`config.mk`:
```
export PLATFORM = sky130hd
export DESIGN_NAME = trx_state_ctrl
export DESIGN_NICKNAME = d
export VERILOG_FILES = /design/src/rtl/trx_ctrl_pkg.sv /design/src/rtl/trx_ctrl_dp.sv /design/src/rtl/trx_ctrl_fsm.sv /design/src/rtl/trx_state_ctrl.sv
export SDC_FILE = /design/constraint.sdc
export NUM_CORES = 1
export LEC_CHECK = 0
export ABC_AREA = 1
export BUFFER_PORTS_ARGS = -buffer_cell sky130_fd_sc_hd__buf_2
export CORE_ASPECT_RATIO = 1.75
export CORE_MARGIN = 2
export CORE_UTILIZATION = 58
export DETAILED_ROUTE_END_ITERATION = 7
export MAX_ROUTING_LAYER = met4
export PLACE_DENSITY = 0.89
export SYNTH_ARGS = -nofsm -noshare
export SYNTH_HDL_FRONTEND = slang
export SYNTH_SLANG_ARGS = --single-unit
```
`constraint.sdc`:
```
create_clock -name clk -period 2.4 [get_ports clk]
set_clock_uncertainty 0.05 [all_clocks]
set_input_delay 0.24 -clock clk [delete_from_list [all_inputs] [get_ports clk]]
set_output_delay 0.24 -clock clk [all_outputs]
set_load 0.005 [all_outputs]
```
`src/rtl/trx_ctrl_pkg.sv`:
```
package trx_ctrl_pkg;

  typedef enum logic [4:0] {
    CMD_NOP      = 5'd0,
    CMD_TX_START = 5'd2,
    CMD_FORCE    = 5'd3,
    CMD_RX_ON    = 5'd6,
    CMD_OFF      = 5'd8,
    CMD_PLL_ON   = 5'd9,
    CMD_RX_AACK  = 5'd22,
    CMD_TX_ARET  = 5'd25
  } cmd_e;

  // state encoding doubles as the visible status code
  typedef enum logic [4:0] {
    ST_P_ON         = 5'h00,
    ST_BUSY_RX      = 5'h01,
    ST_BUSY_TX      = 5'h02,
    ST_RX_ON        = 5'h06,
    ST_OFF          = 5'h08,
    ST_PLL_ON       = 5'h09,
    ST_SLEEP        = 5'h0F,
    ST_BUSY_RX_AACK = 5'h11,
    ST_BUSY_TX_ARET = 5'h12,
    ST_RX_AACK_ON   = 5'h16,
    ST_TX_ARET_ON   = 5'h19,
    ST_SETTLE       = 5'h1F
  } state_e;

  typedef struct packed {
    logic loadSettle;
    logic clrCmd;
  } ctrlStrobe_t;

  typedef struct packed {
    logic cntZero;
    logic pinLevel;
    logic pinRise;
    logic cmdValid;
    cmd_e cmd;
  } dpStatus_t;

  function automatic cmd_e foldCmd(input logic [4:0] code);
    case (code)
      5'd2:    return CMD_TX_START;
      5'd3:    return CMD_FORCE;
      5'd6:    return CMD_RX_ON;
      5'd8:    return CMD_OFF;
      5'd9:    return CMD_PLL_ON;
      5'd22:   return CMD_RX_AACK;
      5'd25:   return CMD_TX_ARET;
      default: return CMD_NOP;
    endcase
  endfunction

endpackage

```
`src/rtl/trx_ctrl_dp.sv`:
```
module trx_ctrl_dp
  import trx_ctrl_pkg::*;
#(
  parameter int STARTUP_CYCLES = 4096,
  parameter int SETTLE_CYCLES  = 1760
) (
  input  logic        clk,
  input  logic        rstN,
  input  ctrlStrobe_t strobe,
  input  logic        cmdWrEn,
  input  logic [4:0]  cmdIn,
  input  logic        sleepTxPin,
  output dpStatus_t   dp,
  output logic [4:0]  cmdReg
);

  localparam int MAX_CYC = (STARTUP_CYCLES > SETTLE_CYCLES) ? STARTUP_CYCLES : SETTLE_CYCLES;
  localparam int CNT_W   = $clog2(MAX_CYC) + 1;

  logic [CNT_W-1:0] cnt;
  logic             pinQ;

  // shared wait counter: start-up window at reset, settle window on request
  always_ff @(posedge clk or negedge rstN) begin
    if (!rstN) begin
      cnt <= CNT_W'(STARTUP_CYCLES - 1);
    end else if (strobe.loadSettle) begin
      cnt <= CNT_W'(SETTLE_CYCLES - 1);
    end else if (cnt != '0) begin
      cnt <= cnt - 1'b1;
    end
  end

  always_ff @(posedge clk or negedge rstN) begin
    if (!rstN) begin
      pinQ   <= 1'b0;
      cmdReg <= 5'd0;
    end else begin
      pinQ <= sleepTxPin;
      if (strobe.clrCmd) begin
        cmdReg <= 5'd0;
      end else if (cmdWrEn) begin
        cmdReg <= foldCmd(cmdIn);
      end
    end
  end

  always_comb begin
    dp.cntZero  = (cnt == '0);
    dp.pinLevel = sleepTxPin;
    dp.pinRise  = sleepTxPin & ~pinQ;
    dp.cmdValid = cmdWrEn;
    dp.cmd      = foldCmd(cmdIn);
  end

  a_r2_undef_reads_nop: assert property (@(posedge clk) disable iff (!rstN)
    (cmdWrEn && !strobe.clrCmd &&
     !(cmdIn inside {5'd0, 5'd2, 5'd3, 5'd6, 5'd8, 5'd9, 5'd22, 5'd25}))
    |=> cmdReg == 5'd0);

  a_r4_count_down: assert property (@(posedge clk) disable iff (!rstN)
    (cnt != '0 && !strobe.loadSettle) |=> cnt == $past(cnt) - 1'b1);

endmodule

```
`src/rtl/trx_ctrl_fsm.sv`:
```
module trx_ctrl_fsm
  import trx_ctrl_pkg::*;
(
  input  logic        clk,
  input  logic        rstN,
  input  logic        softRst,
  input  dpStatus_t   dp,
  input  logic        rxFrameStart,
  input  logic        rxFrameEnd,
  input  logic        txFrameEnd,
  input  logic        pllLock,
  input  logic        regOk,
  output state_e      stateQ,
  output ctrlStrobe_t strobe
);

  state_e stateD, targetQ, targetD;
  logic   pendOffQ, pendOffD;
  logic   forceCmd, softOffCmd, offCmd, pllCmd, txCmd;

  function automatic state_e idleOf(input cmd_e c);
    case (c)
      CMD_RX_ON:   return ST_RX_ON;
      CMD_PLL_ON:  return ST_PLL_ON;
      CMD_RX_AACK: return ST_RX_AACK_ON;
      default:     return ST_TX_ARET_ON;
    endcase
  endfunction

  function automatic logic isBusy(input state_e s);
    return (s == ST_BUSY_RX) || (s == ST_BUSY_TX) ||
           (s == ST_BUSY_RX_AACK) || (s == ST_BUSY_TX_ARET);
  endfunction

  always_comb begin
    forceCmd   = dp.cmdValid && (dp.cmd == CMD_FORCE);
    softOffCmd = dp.cmdValid && (dp.cmd == CMD_OFF);
    offCmd     = forceCmd || softOffCmd;
    pllCmd     = dp.cmdValid && (dp.cmd inside {CMD_RX_ON, CMD_PLL_ON, CMD_RX_AACK, CMD_TX_ARET});
    txCmd      = dp.cmdValid && (dp.cmd == CMD_TX_START);
  end

  always_comb begin
    stateD   = stateQ;
    targetD  = targetQ;
    pendOffD = pendOffQ;
    strobe   = '0;
    case (stateQ)
      ST_P_ON: begin
        if (dp.cntZero && regOk) stateD = ST_OFF;
      end
      ST_SLEEP: begin
        if (!dp.pinLevel) stateD = ST_OFF;
      end
      ST_OFF: begin
        if (pllCmd) begin
          stateD            = ST_SETTLE;
          targetD           = idleOf(dp.cmd);
          strobe.loadSettle = 1'b1;
        end else if (dp.pinLevel) begin
          stateD = ST_SLEEP;
        end
      end
      ST_SETTLE: begin
        if (offCmd) stateD = ST_OFF;
        else if (dp.cntZero && pllLock) stateD = targetQ;
      end
      ST_RX_ON, ST_RX_AACK_ON: begin
        if (offCmd) stateD = ST_OFF;
        else if (rxFrameStart) stateD = (stateQ == ST_RX_ON) ? ST_BUSY_RX : ST_BUSY_RX_AACK;
        else if (pllCmd) stateD = idleOf(dp.cmd);
      end
      ST_PLL_ON, ST_TX_ARET_ON: begin
        if (offCmd) stateD = ST_OFF;
        else if (txCmd || dp.pinRise) stateD = (stateQ == ST_PLL_ON) ? ST_BUSY_TX : ST_BUSY_TX_ARET;
        else if (pllCmd) stateD = idleOf(dp.cmd);
      end
      ST_BUSY_RX, ST_BUSY_RX_AACK: begin
        if (forceCmd) stateD = ST_OFF;
        else if (rxFrameEnd) begin
          if (pendOffQ || softOffCmd) stateD = ST_OFF;
          else stateD = (stateQ == ST_BUSY_RX) ? ST_RX_ON : ST_RX_AACK_ON;
        end else if (softOffCmd) pendOffD = 1'b1;
      end
      ST_BUSY_TX, ST_BUSY_TX_ARET: begin
        if (forceCmd) stateD = ST_OFF;
        else if (txFrameEnd) begin
          if (pendOffQ || softOffCmd) stateD = ST_OFF;
          else stateD = (stateQ == ST_BUSY_TX) ? ST_PLL_ON : ST_TX_ARET_ON;
        end else if (softOffCmd) pendOffD = 1'b1;
      end
      default: stateD = ST_OFF;
    endcase
    if (softRst && stateQ != ST_P_ON) begin
      stateD        = ST_OFF;
      strobe.clrCmd = 1'b1;
    end
    if (stateD == ST_OFF) pendOffD = 1'b0;
  end

  always_ff @(posedge clk or negedge rstN) begin
    if (!rstN) begin
      stateQ   <= ST_P_ON;
      targetQ  <= ST_OFF;
      pendOffQ <= 1'b0;
    end else begin
      stateQ   <= stateD;
      targetQ  <= targetD;
      pendOffQ <= pendOffD;
    end
  end

  a_r3_por_hold: assert property (@(posedge clk) disable iff (!rstN)
    (stateQ == ST_P_ON && !regOk) |=> stateQ == ST_P_ON);

  a_r4_settle_hold: assert property (@(posedge clk) disable iff (!rstN)
    (stateQ == ST_SETTLE && !pllLock && !offCmd && !softRst) |=> stateQ == ST_SETTLE);

  a_r7_force_abort: assert property (@(posedge clk) disable iff (!rstN)
    (isBusy(stateQ) && forceCmd) |=> stateQ == ST_OFF);

  a_r8_busy_hold: assert property (@(posedge clk) disable iff (!rstN)
    (stateQ == ST_BUSY_RX && !rxFrameEnd && !forceCmd && !softRst) |=> stateQ == ST_BUSY_RX);

  a_r11_wake: assert property (@(posedge clk) disable iff (!rstN)
    (stateQ == ST_SLEEP && !dp.pinLevel && !softRst) |=> stateQ == ST_OFF);

  a_r12_soft_reset: assert property (@(posedge clk) disable iff (!rstN)
    (softRst && stateQ != ST_P_ON) |=> stateQ == ST_OFF);

endmodule

```
`src/rtl/trx_state_ctrl.sv`:
```
module trx_state_ctrl
  import trx_ctrl_pkg::*;
#(
  parameter int STARTUP_CYCLES = 4096,
  parameter int SETTLE_CYCLES  = 1760
) (
  input  logic       clk,
  input  logic       rstN,
  input  logic       softRst,
  input  logic       cmdWrEn,
  input  logic [4:0] cmdIn,
  input  logic       sleepTxPin,
  input  logic       rxFrameStart,
  input  logic       rxFrameEnd,
  input  logic       txFrameEnd,
  input  logic       pllLock,
  input  logic       regOk,
  output logic [4:0] statusCode,
  output logic [4:0] cmdReg
);

  ctrlStrobe_t strobe;
  dpStatus_t   dp;
  state_e      stateQ;

  trx_ctrl_dp #(
    .STARTUP_CYCLES(STARTUP_CYCLES),
    .SETTLE_CYCLES (SETTLE_CYCLES)
  ) u_dp (
    .clk       (clk),
    .rstN      (rstN),
    .strobe    (strobe),
    .cmdWrEn   (cmdWrEn),
    .cmdIn     (cmdIn),
    .sleepTxPin(sleepTxPin),
    .dp        (dp),
    .cmdReg    (cmdReg)
  );

  trx_ctrl_fsm u_fsm (
    .clk         (clk),
    .rstN        (rstN),
    .softRst     (softRst),
    .dp          (dp),
    .rxFrameStart(rxFrameStart),
    .rxFrameEnd  (rxFrameEnd),
    .txFrameEnd  (txFrameEnd),
    .pllLock     (pllLock),
    .regOk       (regOk),
    .stateQ      (stateQ),
    .strobe      (strobe)
  );

  assign statusCode = stateQ;

endmodule

```
==> out/summary.log, run 1 <==
INFO  timing         number_of_pins_with_negative_max_slew_slack_in_the_final_report=0
INFO  layout         fillCellCount=289
INFO  drt            routed-via-count=1901
INFO  layout         area.growth.synth_to_final=13.2%
INFO  run            max_cap_violations=0
INFO  yosys          yosys_register_bits=29
INFO  floorplanning  die_h=81.2um
INFO  clocking       cts-resized-gates=0
INFO  yosys          yosysWarnings=0
INFO  layout         insertedDiodeCount=0
INFO  floorplanning  die_x=48.1um
INFO  status         status=finished clean
INFO  clocking       cts_tree=built
INFO  clocking       worst_skew_pair.late_latency=0.29ns
INFO  clocking       cts_made_buffers=5
INFO  placed_design  placement.cell_area=2140um^2
INFO  global_route   grt_pass1_wl=7.61mm
INFO  clocking       clk_pin_slew_worst_paths=0.06ns
INFO  clocking       clock_sink_count=29
INFO  timing         hold_viol_final=0
INFO  timing         worst_pin_slew=0.644ns
INFO  power_and_ir_drop leakagePower=1.20nW
INFO  yosys          synth_xor_xnor_area_share=0.00887
INFO  timing         post-route-period-util=0.850
INFO  placed_design  place.detailed.hpwl=3.59mm
INFO  critical_path  critPathKind=register to register
INFO  yosys          syn_area_per_cell=6.93um^2
INFO  critical_path  timing.critical_path.required=2.56ns
INFO  yosys          synthMuxAreaShare=0
INFO  clocking       cts-root-to-sink-buffers=2
INFO  power_and_ir_drop seq_pwr_share=0.430
INFO  drt            detail_route.wirelength=4.67mm
INFO  layout         mostFrequentLayoutCells=62 x nand2_1, 44 x inv_1, 32 x nor2_1
INFO  critical_path  critical_path_fanout_max=8
INFO  global_route   overflow_left_after_global_routing=0
INFO  critical_path  critical_path.startpoint_type=register
INFO  power_and_ir_drop pwr_density_cell=874nW/um^2
INFO  yosys          synth-compound-area-share=0.127
INFO  drt            drc=0
INFO  timing         timing.max_slew.rel_slack=0.571
INFO  drt            final_antenna_net_count=0
INFO  yosys          synth_cells=285
INFO  floorplanning  start_util=0.594
INFO  worst_hold_path worst_hold_path_type=input pin to register
INFO  placed_design  portBuffers=24
INFO  yosys          largest_family_of_logic_cells_by_synthesized_area=simple AND/OR/NAND/NOR gates
INFO  power_and_ir_drop power_frac_comb=0.376
INFO  yosys          synth_simple_gate_area_share=0.376
INFO  timing         fin_tns_setup=0ns
INFO  placed_design  pre_cts_slack=0.369ns
INFO  layout         design.final.nets=331
INFO  critical_path  critical_path.endpoint_type=register
INFO  layout         drive_gt1_frac=0.250
INFO  power_and_ir_drop post-layout-total-power=1.96mW
INFO  yosys          synth.top_cell.area_share=0.203
INFO  drt            routedWlPerCell=12.9um
INFO  drt            viasPerCell=5.27
INFO  timing         finalSetupViolations=0
INFO  layout         final_area=2240um^2
INFO  drt            detailedRoute.firstIterationViolations=48
INFO  yosys          adder_cell_share_of_the_synthesized_area=0.00633
INFO  power_and_ir_drop internal-power=1.17mW
INFO  clocking       clock-root-buffer=clkbuf_8
INFO  floorplanning  core_area=3330um^2
INFO  global_route   grt_usage=0.284
INFO  yosys          cell_type_with_the_highest_aggregate_area_in_the_netlist=dfrtp_1
INFO  worst_hold_path hold_depth=1
INFO  timing         post-route-worst-setup-slack=0.360ns
INFO  layout         layout_commonest_cell=nand2_1
INFO  yosys          synthesis.area=1980um^2
INFO  power_and_ir_drop pwr-share-clk=0.195
INFO  placed_design  globalplace.congestion=0.903
INFO  yosys          synth.lib_cells_used.distinct=31
INFO  critical_path  reg2reg_setup_slack=0.36ns
INFO  power_and_ir_drop power_switching=785uW
INFO  yosys          synthesis.nets=301
INFO  timing         max_clock_freq=490MHz
INFO  clocking       clock_tree.htree_level_count=2
INFO  timing         period_minus_slack=2.04ns
INFO  floorplanning  std_cell_rows=28
INFO  floorplanning  ios=25
INFO  drt            drt_pass1_iterations=4
INFO  global_route   antenna_found_initial=0
INFO  power_and_ir_drop vdd_drop_max=0.868mV
INFO  global_route   via_count_of_the_first_global_routing_pass=1821
INFO  floorplanning  die_area=3910um^2
INFO  power_and_ir_drop p_sw_frac=0.401
INFO  timing         grt_setup_unrepaired=no
INFO  yosys          sequential_share_of_the_synthesized_area=0.376
INFO  critical_path  cp_data_arrival_time=2.20ns
INFO  critical_path  r2r.worst_path.cells=12
INFO  global_route   maximum_number_of_pins_on_one_net_before_global_route_repair=30
INFO  yosys          synth.area.top_cells=dfrtp_1 20%, dfstp_2 17%, nand2_1 12%
-- stage by stage --
stage	utilization	std cells	hold WS (ns)
2_1_floorplan	-	285	-0.106
3_3_place_gp	0.644	352	0.235
3_5_place_dp	0.644	352	0.246
4_1_cts	0.672	361	0.0527
5_1_grt	0.672	361	0.0450
6_report	0.672	361	0.0558
-- final timing paths --
check,start,end
worst max-delay path,u_dp.cnt[0]$_DFFE_PN1P_,u_dp.cnt[11]$_DFFE_PN1P_
worst min-delay path,sleepTxPin,u_dp.pinQ$_DFF_PN0_
worst max register to register,u_dp.cnt[0]$_DFFE_PN1P_,u_dp.cnt[11]$_DFFE_PN1P_
worst min register to register,u_fsm.targetQ[0]$_DFFE_PN0P_,u_fsm.targetQ[0]$_DFFE_PN0P_
max in group asynchronous,rstN,u_fsm.targetQ[4]$_DFFE_PN0P_
min in group asynchronous,rstN,u_fsm.stateQ[1]$_DFF_PN0_
-- power groups by stage --
stage / Sequential [mW] / Clock, mW / Combinational, mW
floorplan: 0.809 / 0 / 0.552
global placement: 0.834 / 0 / 0.706
detailed placement: 0.843 / 0 / 0.728
CTS: 0.837 / 0.390 / 0.735
global route: 0.856 / 0.412 / 0.864
finish: 0.840 / 0.381 / 0.735
-- per-layer routing --
| metal | track usage | part of all wire |
|---|---|---|
| met1 | 0.266 | 0.37 |
| met2 | 0.488 | 0.56 |
| met3 | 0.0778 | 0.031 |
| met4 | 0.157 | 0.037 |
| met5 | - | 0 |
-- critical path, stage by stage, from the launching register on --
cell     delay [ns]
dfstp_2        0.52
inv_1          0.07
ha_1           0.24
nand2_2        0.13
nor2_4         0.07
nand3_4        0.11
nand3_1        0.11
nor2_1         0.13
nand3_1        0.13
nor2_2         0.14
nand2_1        0.08
o21ai_0        0.14
a21oi_1        0.06
-- Yosys cell counts (all sizes together) --
cell / count
o211ai: 3
o21bai: 1
a2111oi: 1
ha: 1
nor2: 42
xor2: 2
or2: 2
a211o: 1
and3: 1
o22ai: 1
a211oi: 2
a31o: 1
nand4: 10
dfrtp: 16
dfstp: 13
a21oi: 17
o21ai: 17
nor3: 4
inv: 52
nand3: 25
nand2: 70
buf: 3
-- cells by family (layout without fill, tap and decap cells) --
group	after synthesis	in the layout
adder cells (fa/ha/maj)	1	1
flip-flops	29	29
AO/OA/AOI/OAI	44	44
AND/OR/NAND/NOR	154	154
buffers and inverters	55	86
XOR/XNOR	2	2
-- area by class of cell --
cell class	instances	area [um^2]	area share
clock buffer	6	72.6	0.0324
timing repair buffer	26	138	0.0615
sequential	29	742	0.332
clock inverter	2	10.0	0.00447
tap	45	56.3	0.0252
inverter	52	195	0.0872
multi-input combinational	201	1020	0.457
-- sequential cells by signal (all words and copies together) (netlist names) --
signal          cells
u_dp.cnt           13
u_fsm.pendOffQ      1
u_fsm.stateQ        5
u_fsm.targetQ       4
u_dp.cmdReg         5
u_dp.pinQ           1
-- timing repair --
item,4_1_cts,5_1_grt
hold buffers,1,0
buffers inserted,0,0
hold endpoints to repair,16,0
Note: power is estimated with default switching activity, not from simulation.
==> run 2, diff against run 1 <==
- ABC_AREA: 1 -> 0
- CORE_UTILIZATION: 58 -> 52
- PLACE_DENSITY: 0.89 -> 0.85
- clock period: 2.4 -> 1.7 ns (I/O delays scaled with it)
==> run 2 against run 1 <==
The flow now finishes with violations (setup timing). Cell count rose by 3.0%. Core utilization rose by 18 points. Area after synthesis fell by 2.5%. Worst setup slack got worse by 1.1 ns. Largest cell class unchanged.
==> out/summary.log, run 2 <==
INFO  status         status=complete, but fails checks
INFO  status         violated_checks=setup timing
INFO  timing         hold_viol_final=0 [unchanged]
INFO  clocking       clock-root-buffer=clkbuf_8
INFO  critical_path  cp_data_arrival_time=2.51ns [+0.31 ns]
INFO  layout         mostFrequentLayoutCells=64 x buf_4, 24 x buf_2, 18 x nand2_1
INFO  global_route   antenna_found_initial=0 [unchanged]
INFO  placed_design  portBuffers=24 [unchanged]
INFO  timing         max_clock_freq=415MHz [-15%]
INFO  placed_design  place.detailed.hpwl=4.48mm [+25%]
INFO  yosys          synth_cell_count_leaders=22 x nand2_1, 18 x nor2_1, 16 x dfrtp_1
INFO  worst_hold_path worst_hold_path_type=input pin to register
INFO  power_and_ir_drop internal-power=2.48mW [+110%]
INFO  yosys          synth_cells=226 [-21%]
INFO  clocking       clock_sink_count=29 [unchanged]
INFO  layout         fin_util=0.854 [+0.182]
INFO  global_route   grt_pass1_wl=10.7mm [+41%]
INFO  yosys          synthFlopType=dfrtp_1
INFO  yosys          synth.area.top_cells=dfrtp_1 21%, dfstp_2 18%, nand2_1 4.3%
INFO  clocking       cts_tree=built
INFO  floorplanning  core_area=3590um^2 [+7.9%]
INFO  floorplanning  die_x=50.0um [+3.9%]
INFO  yosys          syn_area_per_cell=8.53um^2 [+23%]
INFO  yosys          ys_async_sr_fraction=1.00 [unchanged]
INFO  clocking       clk_pin_slew_worst_paths=0.07ns [about the same]
INFO  critical_path  critical_path.endpoint_type=register
INFO  drt            detailedRoute.firstIterationViolations=113 [+140%]
INFO  power_and_ir_drop pwr_density_cell=1270nW/um^2 [+45%]
INFO  critical_path  critical_path_fanout_max=4 [-4]
INFO  floorplanning  ios=25 [unchanged]
INFO  global_route   grt_usage=0.347 [+0.0626]
INFO  clocking       cts-root-to-sink-buffers=2 [unchanged]
INFO  yosys          yosysWarnings=0 [unchanged]
INFO  power_and_ir_drop pwr-share-clk=0.193 [-0.002]
INFO  timing         period_minus_slack=2.41ns [+0.371 ns]
INFO  floorplanning  start_util=0.536 [-0.0572]
INFO  placed_design  placement.cell_area=2580um^2 [+20%]
INFO  layout         fillCellCount=183 [-37%]
INFO  layout         largest_register_ffs=13 [unchanged]
INFO  run            max_cap_violations=0 [unchanged]
INFO  layout         design.final.nets=341 [+3.0%]
INFO  layout         top_register=u_dp.cnt
INFO  drt            drt_pass1_iterations=5 [+1]
INFO  critical_path  critical_path.startpoint_type=register
INFO  drt            viasPerCell=6.22 [+18%]
INFO  placed_design  pre_cts_slack=-0.689ns [-1.06 ns]
INFO  yosys          yosys_register_bits=29 [unchanged]
INFO  layout         reg.largest.list=u_dp.cnt x13, u_dp.cmdReg x5, u_fsm.stateQ x5
INFO  critical_path  crit_path_cell_trace=inv_2 -> ha_4 -> or3b_4 -> or4_4 -> o31a_1 -> o21ai_2 -> and4bb_1 -> a311oi_1
INFO  layout         final_area=3070um^2 [+37%]
INFO  drt            routed-via-count=2312 [+22%]
INFO  timing         fin_tns_setup=-9.89ns [-9.89 ns]
INFO  timing         grt_setup_unrepaired=yes
INFO  global_route   overflow_left_after_global_routing=0 [unchanged]
INFO  yosys          synth.most_common_cell=nand2_1
INFO  timing         post-route-worst-setup-slack=-0.710ns [-1.07 ns]
INFO  layout         area.growth.synth_to_final=59.2%
INFO  layout         drive_gt1_frac=0.503 [+0.253]
INFO  global_route   via_count_of_the_first_global_routing_pass=2275 [+25%]
INFO  timing         post-route-period-util=1.42 [+0.568]
INFO  yosys          synthesis.nets=242 [-20%]
INFO  power_and_ir_drop p_sw_frac=0.360 [-0.0409]
INFO  yosys          synth.lib_cells_used.distinct=52 [+68%]
INFO  critical_path  crit_slowest_cell=or4_4
INFO  drt            routedWlPerCell=19.6um [+52%]
INFO  yosys          sequential_share_of_the_synthesized_area=0.385 [+0.00951]
INFO  timing         timing.max_slew.rel_slack=0.565 [-0.00542]
INFO  floorplanning  die_area=4230um^2 [+8.2%]
INFO  drt            final_antenna_net_count=0 [unchanged]
INFO  power_and_ir_drop seq_pwr_share=0.288 [-0.142]
INFO  timing         finalSetupViolations=23 [+23]
INFO  critical_path  critPathMaxStageDelay=0.54ns [+0.02 ns]
INFO  floorplanning  die_h=84.5um [+4.1%]
INFO  placed_design  globalplace.congestion=0.998 [+11%]
INFO  clocking       worst_skew_pair.late_latency=0.29ns [about the same]
INFO  layout         insertedDiodeCount=0 [unchanged]
INFO  yosys          synth.top_cell.area_share=0.208 [+0.00513]
INFO  yosys          count_of_flip_flops_with_a_built_in_enable_after_synthesis=0 [unchanged]
INFO  yosys          synthesis.area=1930um^2 [-2.5%]
INFO  clocking       cts_made_buffers=5 [unchanged]
INFO  critical_path  critPathKind=register to register
INFO  yosys          cell_type_with_the_highest_aggregate_area_in_the_netlist=dfrtp_1
INFO  floorplanning  std_cell_rows=29 [+3.6%]
INFO  power_and_ir_drop leakagePower=1.35nW [+13%]
INFO  clocking       clock_tree.htree_level_count=2 [unchanged]
INFO  power_and_ir_drop power_frac_comb=0.520 [+0.144]
INFO  critical_path  timing.critical_path.required=1.80ns [-0.76 ns]
INFO  global_route   maximum_number_of_pins_on_one_net_before_global_route_repair=30 [unchanged]
INFO  layout         layout_commonest_cell=buf_4
INFO  power_and_ir_drop power_switching=1.40mW [+78%]
INFO  drt            detail_route.wirelength=7.30mm [+56%]
INFO  power_and_ir_drop vdd_drop_max=1.21mV [+39%]
INFO  drt            drc=0 [unchanged]
INFO  timing         worst_pin_slew=0.652ns [+0.00814 ns]
INFO  timing         number_of_pins_with_negative_max_slew_slack_in_the_final_report=0 [unchanged]
run 2: changes by cell type after synthesis, moves of 8 or more:
cell	delta
nand2_1	-40
inv_1	-32
nand3_1	-18
nor2_1	-14
nand2b_1	+13
inv_2	-8
nand4_1	-8
run 2: timing repair:
action,CTS,global route
hold buffers,1,0
cloned,0,0
resized for setup,42,16
endpoints found under the setup margin,23,28
hold endpoints to repair,16,0
pin swaps,21,6
setup buffers,11,3
run 2: final timing paths:
check                      slack, ns                          from  depth (start not counted)                            to
setup / recovery               -0.71       u_dp.cnt[0]$_DFFE_PN1P_                          8    u_fsm.pendOffQ$_DFFE_PN0P_
hold / removal                  0.11                    sleepTxPin                          2           u_dp.pinQ$_DFF_PN0_
setup reg to reg               -0.71       u_dp.cnt[0]$_DFFE_PN1P_                          8    u_fsm.pendOffQ$_DFFE_PN0P_
hold reg to reg                 0.49  u_fsm.targetQ[0]$_DFFE_PN0P_                          1  u_fsm.targetQ[0]$_DFFE_PN0P_
max in group asynchronous       0.78                          rstN                          2  u_fsm.targetQ[4]$_DFFE_PN0P_
min in group asynchronous       0.39                          rstN                          2     u_fsm.stateQ[3]$_DFF_PN0_
run 2: power by group through the flow:
stage / Combinational, mW / Clock (mW) / Sequential, mW
finish: 2.02 / 0.749 / 1.12
global route: 2.15 / 0.774 / 1.14
CTS: 1.78 / 0.747 / 1.09
detailed placement: 1.49 / 0 / 1.09
global placement: 1.45 / 0 / 1.08
floorplan: 0.802 / 0 / 1.11
run 2: stage by stage:
step / std cells / hold slack [ns] / power [mW]
after floorplan: 226 / -0.176 / 1.92
after global placement: 349 / 0.167 / 2.54
after detailed placement: 349 / 0.175 / 2.58
after CTS: 369 / 0.0878 / 3.62
after global routing: 372 / 0.106 / 4.06
final: 372 / 0.106 / 3.88
run 2: metal layers:
metal	track usage	wire length (um)	vias to the layer above
met5	-	0	-
li1	-	-	1018
met4	0.199	465	0
met3	0.0409	372	41
met2	0.617	3990	143
met1	0.352	2470	1110
run 2: logic make-up after synthesis:
| logic type | Yosys count | share of synthesized area |
|---|---|---|
| XOR/XNOR | 8 | 0.0364 |
| multiplexers | 1 | 0.00584 |
| buffers and inverters | 22 | 0.0448 |
| AO/OA/AOI/OAI | 61 | 0.204 |
| adder cells (fa/ha/maj) | 1 | 0.00649 |
| flip-flops | 29 | 0.385 |
| AND/OR/NAND/NOR | 104 | 0.318 |
run 2: worst max-delay path, delay by kind of cell, from the launching register on:
family,cells,cell delay [ns]
flip-flops,1,0.38
AO/OA/AOI/OAI,3,0.53
adder cells (fa/ha/maj),1,0.13
buffers and inverters,1,0.07
AND/OR/NAND/NOR,3,1.12
run 2: area by class of cell:
type | instances | area [um^2] | area share
multi-input combinational | 175 | 1350 | 0.439
timing repair buffer | 102 | 761 | 0.248
clock buffer | 7 | 86.3 | 0.0281
tap | 46 | 57.6 | 0.0188
inverter | 12 | 45.0 | 0.0147
clock inverter | 1 | 30.0 | 0.00979
sequential | 29 | 742 | 0.242
